===== src/rtl/fpg_pkg.sv =====
package fpg_pkg;

   typedef enum logic [1:0] {
      LVL_OPEN  = 2'd0,
      LVL_GUARD = 2'd1,
      LVL_LOCK  = 2'd2
   } lvl_e;

   typedef enum logic [1:0] {
      BOOT_FLASH  = 2'd0,
      BOOT_SYSMEM = 2'd1,
      BOOT_SRAM   = 2'd2
   } boot_e;

   typedef struct packed {
      logic  valid;
      lvl_e  lvl;
      boot_e boot;
   } cfg_t;

   // Unused code 3 folds onto the guarded level
   function automatic lvl_e decode_lvl(input logic [1:0] code);
      case (code)
         2'd0:    return LVL_OPEN;
         2'd2:    return LVL_LOCK;
         default: return LVL_GUARD;
      endcase
   endfunction

   // Boot source from pin and selector; SRAM is barred when locked
   function automatic boot_e resolve_boot(input logic pin, input logic sel, input lvl_e lvl);
      if (!pin)             return BOOT_FLASH;
      if (sel)              return BOOT_SYSMEM;
      if (lvl == LVL_LOCK)  return BOOT_FLASH;
      return BOOT_SRAM;
   endfunction

endpackage


===== src/rtl/fpg_cfg_latch.sv =====
module fpg_cfg_latch
   import fpg_pkg::*;
#(
   parameter int NUM_SECT = 8
) (
   input  logic                clk,
   input  logic                rst_n,
   input  logic [1:0]          lvl_code_i,
   input  logic [NUM_SECT-1:0] wrp_i,
   input  logic                boot_pin_i,
   input  logic                boot_sel_i,
   output cfg_t                cfg_o,
   output logic [NUM_SECT-1:0] wrp_o
);

   cfg_t                cfg_q;
   logic [NUM_SECT-1:0] wrp_q;
   lvl_e                lvl_new;

   assign lvl_new = decode_lvl(lvl_code_i);

   // One-shot capture on the first edge after reset release
   always_ff @(posedge clk or negedge rst_n) begin
      if (!rst_n) begin
         cfg_q.valid <= 1'b0;
         cfg_q.lvl   <= LVL_LOCK;
         cfg_q.boot  <= BOOT_FLASH;
         wrp_q       <= '1;
      end else if (!cfg_q.valid) begin
         cfg_q.valid <= 1'b1;
         cfg_q.lvl   <= lvl_new;
         cfg_q.boot  <= resolve_boot(boot_pin_i, boot_sel_i, lvl_new);
         wrp_q       <= wrp_i;
      end
   end

   assign cfg_o = cfg_q;
   assign wrp_o = wrp_q;

endmodule


===== src/rtl/fpg_sector_decode.sv =====
module fpg_sector_decode #(
   parameter int NUM_SECT = 8,
   parameter int SECT_W   = 3
) (
   input  logic [SECT_W-1:0]   sect_i,
   input  logic [NUM_SECT-1:0] wrp_i,
   output logic                prot_o
);

   logic [NUM_SECT-1:0] hit;

   for (genvar g = 0; g < NUM_SECT; g++) begin : g_sect
      assign hit[g] = (sect_i == SECT_W'(g));
   end

   assign prot_o = |(hit & wrp_i);

endmodule


===== src/rtl/fpg_access_rule.sv =====
module fpg_access_rule
   import fpg_pkg::*;
(
   input  cfg_t cfg_i,
   input  logic dbg_attached_i,
   input  logic rd_req_i,
   input  logic wr_req_i,
   input  logic wr_prot_i,
   output logic rd_ok_o,
   output logic wr_ok_o,
   output logic deny_o
);

   logic guard_block;
   logic path_open;

   // Guarded level: debugger or SRAM boot closes the array
   assign guard_block = (cfg_i.lvl == LVL_GUARD) &&
                        (dbg_attached_i || (cfg_i.boot == BOOT_SRAM));
   assign path_open   = cfg_i.valid && !guard_block;

   assign rd_ok_o = rd_req_i && path_open;
   assign wr_ok_o = wr_req_i && path_open && !wr_prot_i;
   assign deny_o  = (rd_req_i && !rd_ok_o) || (wr_req_i && !wr_ok_o);

endmodule


===== src/rtl/flash_guard.sv =====
module flash_guard
   import fpg_pkg::*;
#(
   parameter int FLASH_KB  = 32,
   parameter int SECTOR_KB = 4,
   parameter int DATA_W    = 32,
   localparam int NUM_SECT = FLASH_KB / SECTOR_KB,
   localparam int ADDR_W   = $clog2(FLASH_KB * 1024),
   localparam int SECT_SH  = $clog2(SECTOR_KB * 1024),
   localparam int SECT_W   = ADDR_W - SECT_SH
) (
   input  logic                clk,
   input  logic                rst_n,
   input  logic [1:0]          opt_level_i,
   input  logic [NUM_SECT-1:0] opt_wrp_i,
   input  logic                opt_boot_sel_i,
   input  logic                boot_pin_i,
   input  logic                dbg_attached_i,
   input  logic                rd_req_i,
   input  logic                wr_req_i,
   input  logic [ADDR_W-1:0]   req_addr_i,
   input  logic [DATA_W-1:0]   flash_rdata_i,
   output logic [ADDR_W-1:0]   flash_addr_o,
   output logic                flash_rd_en_o,
   output logic                flash_wr_en_o,
   output logic [DATA_W-1:0]   rdata_o,
   output logic                err_o,
   output logic                dbg_en_o,
   output logic [1:0]          boot_src_o
);

   if (FLASH_KB < 16 || FLASH_KB > 32) begin : g_bad_size
      $error("flash_guard: FLASH_KB must lie in 16..32");
   end
   if ((FLASH_KB % SECTOR_KB) != 0 || (1 << SECT_W) != NUM_SECT) begin : g_bad_sect
      $error("flash_guard: sector count must be a power of two dividing the flash");
   end

   cfg_t                cfg;
   logic                cfg_valid;
   logic [NUM_SECT-1:0] wrp;
   logic                wr_prot;
   logic                rd_ok, wr_ok, deny;
   logic                rd_ok_q, err_q;

   fpg_cfg_latch #(.NUM_SECT(NUM_SECT)) u_cfg (
      .clk        (clk),
      .rst_n      (rst_n),
      .lvl_code_i (opt_level_i),
      .wrp_i      (opt_wrp_i),
      .boot_pin_i (boot_pin_i),
      .boot_sel_i (opt_boot_sel_i),
      .cfg_o      (cfg),
      .wrp_o      (wrp)
   );

   fpg_sector_decode #(.NUM_SECT(NUM_SECT), .SECT_W(SECT_W)) u_sect (
      .sect_i (req_addr_i[ADDR_W-1:SECT_SH]),
      .wrp_i  (wrp),
      .prot_o (wr_prot)
   );

   fpg_access_rule u_rule (
      .cfg_i          (cfg),
      .dbg_attached_i (dbg_attached_i),
      .rd_req_i       (rd_req_i),
      .wr_req_i       (wr_req_i),
      .wr_prot_i      (wr_prot),
      .rd_ok_o        (rd_ok),
      .wr_ok_o        (wr_ok),
      .deny_o         (deny)
   );

   always_ff @(posedge clk or negedge rst_n) begin
      if (!rst_n) begin
         rd_ok_q <= 1'b0;
         err_q   <= 1'b0;
      end else begin
         rd_ok_q <= rd_ok;
         err_q   <= deny;
      end
   end

   assign cfg_valid     = cfg.valid;
   assign flash_addr_o  = req_addr_i;
   assign flash_rd_en_o = rd_ok;
   assign flash_wr_en_o = wr_ok;
   assign rdata_o       = rd_ok_q ? flash_rdata_i : '0;
   assign err_o         = err_q;
   assign dbg_en_o      = cfg.valid && (cfg.lvl != LVL_LOCK);
   assign boot_src_o    = cfg.boot;

endmodule


===== config.mk =====
export PLATFORM = sky130hd
export DESIGN_NAME = flash_guard
export DESIGN_NICKNAME = d
export VERILOG_FILES = /design/src/rtl/fpg_pkg.sv /design/src/rtl/fpg_cfg_latch.sv /design/src/rtl/fpg_sector_decode.sv /design/src/rtl/fpg_access_rule.sv /design/src/rtl/flash_guard.sv
export SDC_FILE = /design/constraint.sdc
export NUM_CORES = 1
export LEC_CHECK = 0
export BUFFER_PORTS_ARGS = -buffer_cell sky130_fd_sc_hd__buf_4
export CAP_MARGIN = 15
export CELL_PAD_IN_SITES_DETAIL_PLACEMENT = 0
export CELL_PAD_IN_SITES_GLOBAL_PLACEMENT = 1
export CORE_MARGIN = 4
export CORE_UTILIZATION = 22
export DETAILED_ROUTE_END_ITERATION = 8
export PLACE_DENSITY = 0.78
export SETUP_SLACK_MARGIN = 0.05
export SYNTH_ARGS = -nofsm -noshare
export SYNTH_HDL_FRONTEND = slang
export SYNTH_SLANG_ARGS = --single-unit

===== constraint.sdc =====
create_clock -name clk -period 1.7 [get_ports clk]
set_input_delay 0.34 -clock clk [delete_from_list [all_inputs] [get_ports clk]]
set_output_delay 0.34 -clock clk [all_outputs]
set_load 0.03 [all_outputs]

### Yosys cells after proc, flatten, opt, wreduce, memory -nomap -nowiden

Index checks and enable logic that the tools add are counted.

* equal/unequal tests: 12
* bitwise logic cells: 1
* muxes and demuxes: 17
* reduce and logical (&&, ||, !) cells: 17

Operators by type and width (count)
* 32-bit two-way mux: 1
* 3-bit equality test (second input constant): 4
* 2-bit two-way mux: 6
* 1-bit two-way mux: 9
* 8-bit bitwise AND: 1
* 1-bit logical AND: 8
* 8-bit OR reduction: 1
* 2-bit equality test (second input constant): 3
* 3-bit by 2-bit equality test with 1-bit output (second input constant): 2
* 1-bit logical NOT: 4
* 2-bit case mux with 2 select lines: 1
* 3-bit by 1-bit equality test with 1-bit output (second input constant): 1
* 3-bit logical NOT: 1
* 2-bit by 1-bit equality test with 1-bit output (second input constant): 1
* 2-bit logical NOT: 1
* 1-bit logical OR: 2
* 2-bit != test (second input constant): 1

* input port bits: 64
* word-level logic and storage cells: 53
* output and inout port bits: 53
* flip-flop bits (word level): 15

### Longest topological paths before layout

* word-level depth: 10
* mapped depth: 5
* gate-level depth less buffers: 4

### Hierarchy

From an unflattened synthesis, not the netlist that was laid out.

* cell total of the unflattened synthesis: 97
* area total of the unflattened synthesis: 1084.8 sq um

Modules (own cells, without submodules)
* fpg_cfg_latch: cells an instance 32, instances 1, area each 529.3 sq um, seq. area each 336.6 sq um
* flash_guard: cells an instance 54, instances 1, area each 429.2 sq um, seq. area each 50.0 sq um
* fpg_sector_decode: cells an instance 3, instances 1, area each 63.8 sq um, seq. area each 0.0 sq um
* fpg_access_rule: cells an instance 8, instances 1, area each 62.6 sq um, seq. area each 0.0 sq um

### Worst setup path before layout

Ideal clock, no wire load.

* kind: register to output
* start: register u_cfg.cfg_q (netlist bit u_cfg.cfg_o[4])
* end: output dbg_en_o
* data arrival time: 1540 ps
* path slack: -180 ps
* data required time: 1360 ps
* cell stages (with the launch flop): 4
* cell sequence: dfrtp_1 buf_2 clkbuf_1 a21boi_0

* word-level cells in the longest chain between the ends: 1

Ends and longest elaborated chain
* start: declaration: line fpg_cfg_latch.sv:16 `cfg_t cfg_q;`
* 1-bit logical AND: line flash_guard.sv:90 `assign dbg_en_o = cfg.valid && (cfg.lvl != LVL_LOCK);`
* end: declaration: line flash_guard.sv:28 `output logic dbg_en_o,`

No other way between the ends.

### Worst setup path after layout

* start: register u_cfg.wrp_q[7] (netlist: u_cfg.wrp_o[7])
* end: output flash_wr_en_o

* word-level cells in the longest chain between the ends: 4

Ends and longest elaborated chain
* start: declaration: line fpg_cfg_latch.sv:17 `logic [NUM_SECT-1:0] wrp_q;`
* start signal: assignment: line fpg_cfg_latch.sv:33 `wrp_q <= wrp_i;`
* 8-bit bitwise AND: line fpg_sector_decode.sv:16 `assign prot_o = |(hit & wrp_i);`
* 8-bit OR reduction: line fpg_sector_decode.sv:16
* 1-bit logical NOT: line fpg_access_rule.sv:23 `assign wr_ok_o = wr_req_i && path_open && !wr_prot_i;`
* 1-bit logical AND: line fpg_access_rule.sv:23
* end: declaration: line flash_guard.sv:25 `output logic flash_wr_en_o,`

No other way between the ends.

==> impl_metrics.py <==
metrics = {
    "outcome": {
        "status": "finished, violations left",
        "violations": "negative setup slack",
    },
    "route": {
        "drc_errors": 0,
        "drt_wl_total_um": 2954,
        "routedWlPerCell_um": 12.68,
        "dr.pass1.iters": 2,
        "ant_nets": 0,
        "drtIter0Drc": 5,
        "avgViaCountPerCell": 4.133,
        "num_vias": 963,
    },
    "yosys": {
        "synthAdderAreaFrac_pct": 0,
        "synth_top_area_cell": "dfstp_2",
        "synthArstFlopShare_pct": 100.0,
        "yosys_register_bits": 15,
        "synth_edf_count": 0,
        "synth_common_cells": "and2_1, buf_4, dfstp_2, mux2_2, dfrtp_1",
        "synthDistinctLibCells": 22,
        "synth_cells": 105,
        "seq_area_frac_synth_pct": 37.73,
        "synth-simple-area-share_pct": 25.52,
        "synth-xor-area-share_pct": 0,
        "yosysMostFrequentCell": "and2_1",
        "yosysTopAreaCellShare_pct": 23.08,
        "ys_warn_count": 0,
        "synth_top_family_by_area": "simple AND/OR/NAND/NOR gates",
        "synthFlopType": "dfstp_2",
        "netlist_area_mm2": 0.001025,
        "syn_area_per_cell_um2": 9.759,
        "synth.area.mux_share_pct": 16.00,
        "synth.net_count": 169,
        "synth.area.top_cells": "dfstp_2, and2_1, dfrtp_1, buf_4, mux2_2",
        "synth_compound_area_share_pct": 4.151,
    },
    "floorplanning": {
        "core-area_mm2": 0.004444,
        "dieHeight_um": 76.25,
        "die_area_mm2": 0.005814,
        "start_util_pct": 23.06,
        "ioPinCount": 117,
        "row_count": 24,
        "die_x_um": 76.25,
    },
    "placement": {
        "dp_slack_ns": -0.03198,
        "portBuffers": 92,
        "placed_cell_area_mm2": 0.001639,
        "gp_congestion": 0.7246,
        "dp_hpwl_um": 2569,
        "dp.cells": 228,
    },
    "power": {
        "powerDensity_mw_per_mm2": 643.4,
        "p_leak_nw": 0.8775,
        "ir_drop_mv": 0.4765,
        "total_power_mw": 1.095,
    },
    "setup_path": {
        "cp_cell_sequence": "mux2i_1 -> mux4_2 -> nand3_2 -> nor2_2 -> buf_6",
        "worstPathMaxFanout": 2,
        "rrSetupSlack_ns": 0.36,
        "arrival_ns": 1.58,
        "cp-start-kind": "register",
        "worstReg2RegStart": "u_cfg.wrp_o[7]$_DFFE_PN1N_",
        "slowest_stage": "dfstp_2",
        "slowest_delay_ns": 0.52,
        "crit_required_ns": 1.36,
        "setup.worst_path.class": "reg -> out",
        "rr_endpoint": "err_o$_DFF_PN0_",
        "endpoint_kind": "output port",
        "rr_worst_depth": 4,
    },
    "final_layout": {
        "nFillCells": 451,
        "final_nets": 246,
        "syn2layout_area_growth_pct": 66.06,
        "final_cell_area_mm2": 0.001702,
        "final_layout_size_suffix_gt1_share_pct": 65.75,
        "antenna_cells": 0,
        "utilization_pct": 38.29,
        "finalNonFillerCells": 233,
    },
    "cts": {
        "worstSkewPairLatency_ns": 0.24,
        "clockBufferDepth": 2,
        "clk_pin_slew_ns": 0.06,
        "cts-buffers-inserted": 3,
        "clkSinkCount": 15,
        "h-tree-depth": 1,
        "root_buffer": "clkbuf_8",
        "cts_setup_buffers": 0,
        "cts_tree": "done",
    },
    "timing": {
        "finalHoldViolations": 0,
        "period_share_pct": 113.2,
        "setup_slack_ns": -0.2249,
        "rsz0062_at_grt": "true",
        "fin_crit_ns": 1.925,
        "maxSlewViolCount": 0,
        "final.setup.tns_ns": -0.2249,
        "fmax_mhz": 519.5,
        "final-setup-viol-count": 1,
        "fin_skew_ns": 0.0005403,
        "fin_hold_ws_ns": 0.3175,
    },
    "run": {
        "cap_violations": 0,
    },
    "global_routing": {
        "grt-ovfl-total": 0,
        "antenna_found_initial": 0,
        "grt_usage_pct": 9.411,
        "grt_max_degree": 33,
        "grt_pass1_vias": 926,
        "grt_pass1_wl_um": 4616,
    },
    "worst_hold_path": {
        "whs_path_depth": 2,
        "hold_end": "err_o$_DFF_PN0_",
        "hp-class": "in -> reg",
        "min_from": "wr_req_i",
    },
}
worst max-delay path by stage:
stage | start | endpoint | slack (ns) | cells after the start
floorplan | u_cfg.cfg_o[4]$_DFF_PN0_ | dbg_en_o | 0.03 | 3
global placement | req_addr_i[12] | flash_wr_en_o | -0.03 | 6
detailed placement | req_addr_i[12] | flash_wr_en_o | -0.03 | 6
CTS | u_cfg.wrp_o[7]$_DFFE_PN1N_ | flash_wr_en_o | -0.25 | 5
global route | u_cfg.wrp_o[7]$_DFFE_PN1N_ | flash_wr_en_o | -0.29 | 5
finish | u_cfg.wrp_o[7]$_DFFE_PN1N_ | flash_wr_en_o | -0.22 | 5
state kept, by name, indices dropped and copies added (netlist names):
signal	count
u_cfg.cfg_o	5
u_cfg.wrp_o	8
err_o	1
rd_ok_q	1
worst max-delay path, delay by kind of cell, from the launching register on:
kind                   cells  cell delay (ns)
buffers and inverters      1             0.13
DFF                        1             0.52
muxes                      2             0.54
and+or+nand+nor            2             0.15
logic make-up after synthesis:
group | count (synthesis)
buffers and inverters | 25
multiplexers | 14
AND/OR/NAND/NOR | 43
AO/OA/AOI/OAI | 7
other | 1
flip-flops | 15
layout by cell type, fill, tap and decap left out, types with 2 or more instances in the layout:
cell type	netlist	layout
o21ai_1	4	3
dfstp_2	9	9
clkbuf_8	0	3
inv_1	2	2
mux2i_1	4	4
mux2_2	9	9
dfrtp_1	6	6
nor2b_1	2	2
nand2_1	4	4
and2_1	32	32
buf_4	17	93
area by class of cell:
class,instances,area (um^2),area share (%)
Timing Repair Buffer,95,719.4,42.28
Multi-Input combinational cell,65,478.0,28.09
Sequential cell,15,386.6,22.72
Tap cell,52,65.06,3.824
Clock buffer,4,45.04,2.647
Inverter,2,7.507,0.4412
metal layers:
layer | up-vias | GRT usage, % | wire, um
li1 | 468 | - | -
met1 | 406 | 9.486 | 946
met2 | 80 | 16.34 | 1428
met3 | 9 | 5.201 | 514
met4 | 0 | 3.080 | 65
met5 | - | 0.9091 | 0
power breakdown:
part	leakage, nW	internal, mW	switching (mW)
Combinational	0.686	0.198	0.187
Clock	0.0228	0.166	0.120
Sequential	0.169	0.406	0.0190
what timing repair did:
action | in CTS | in global routing
hold buffers | 1 | 0
setup endpoints to repair | 2 | 2
resized for setup | 2 | 0
endpoints found under the hold margin | 6 | 0
No activity file was read; power rests on OpenSTA's default activity.
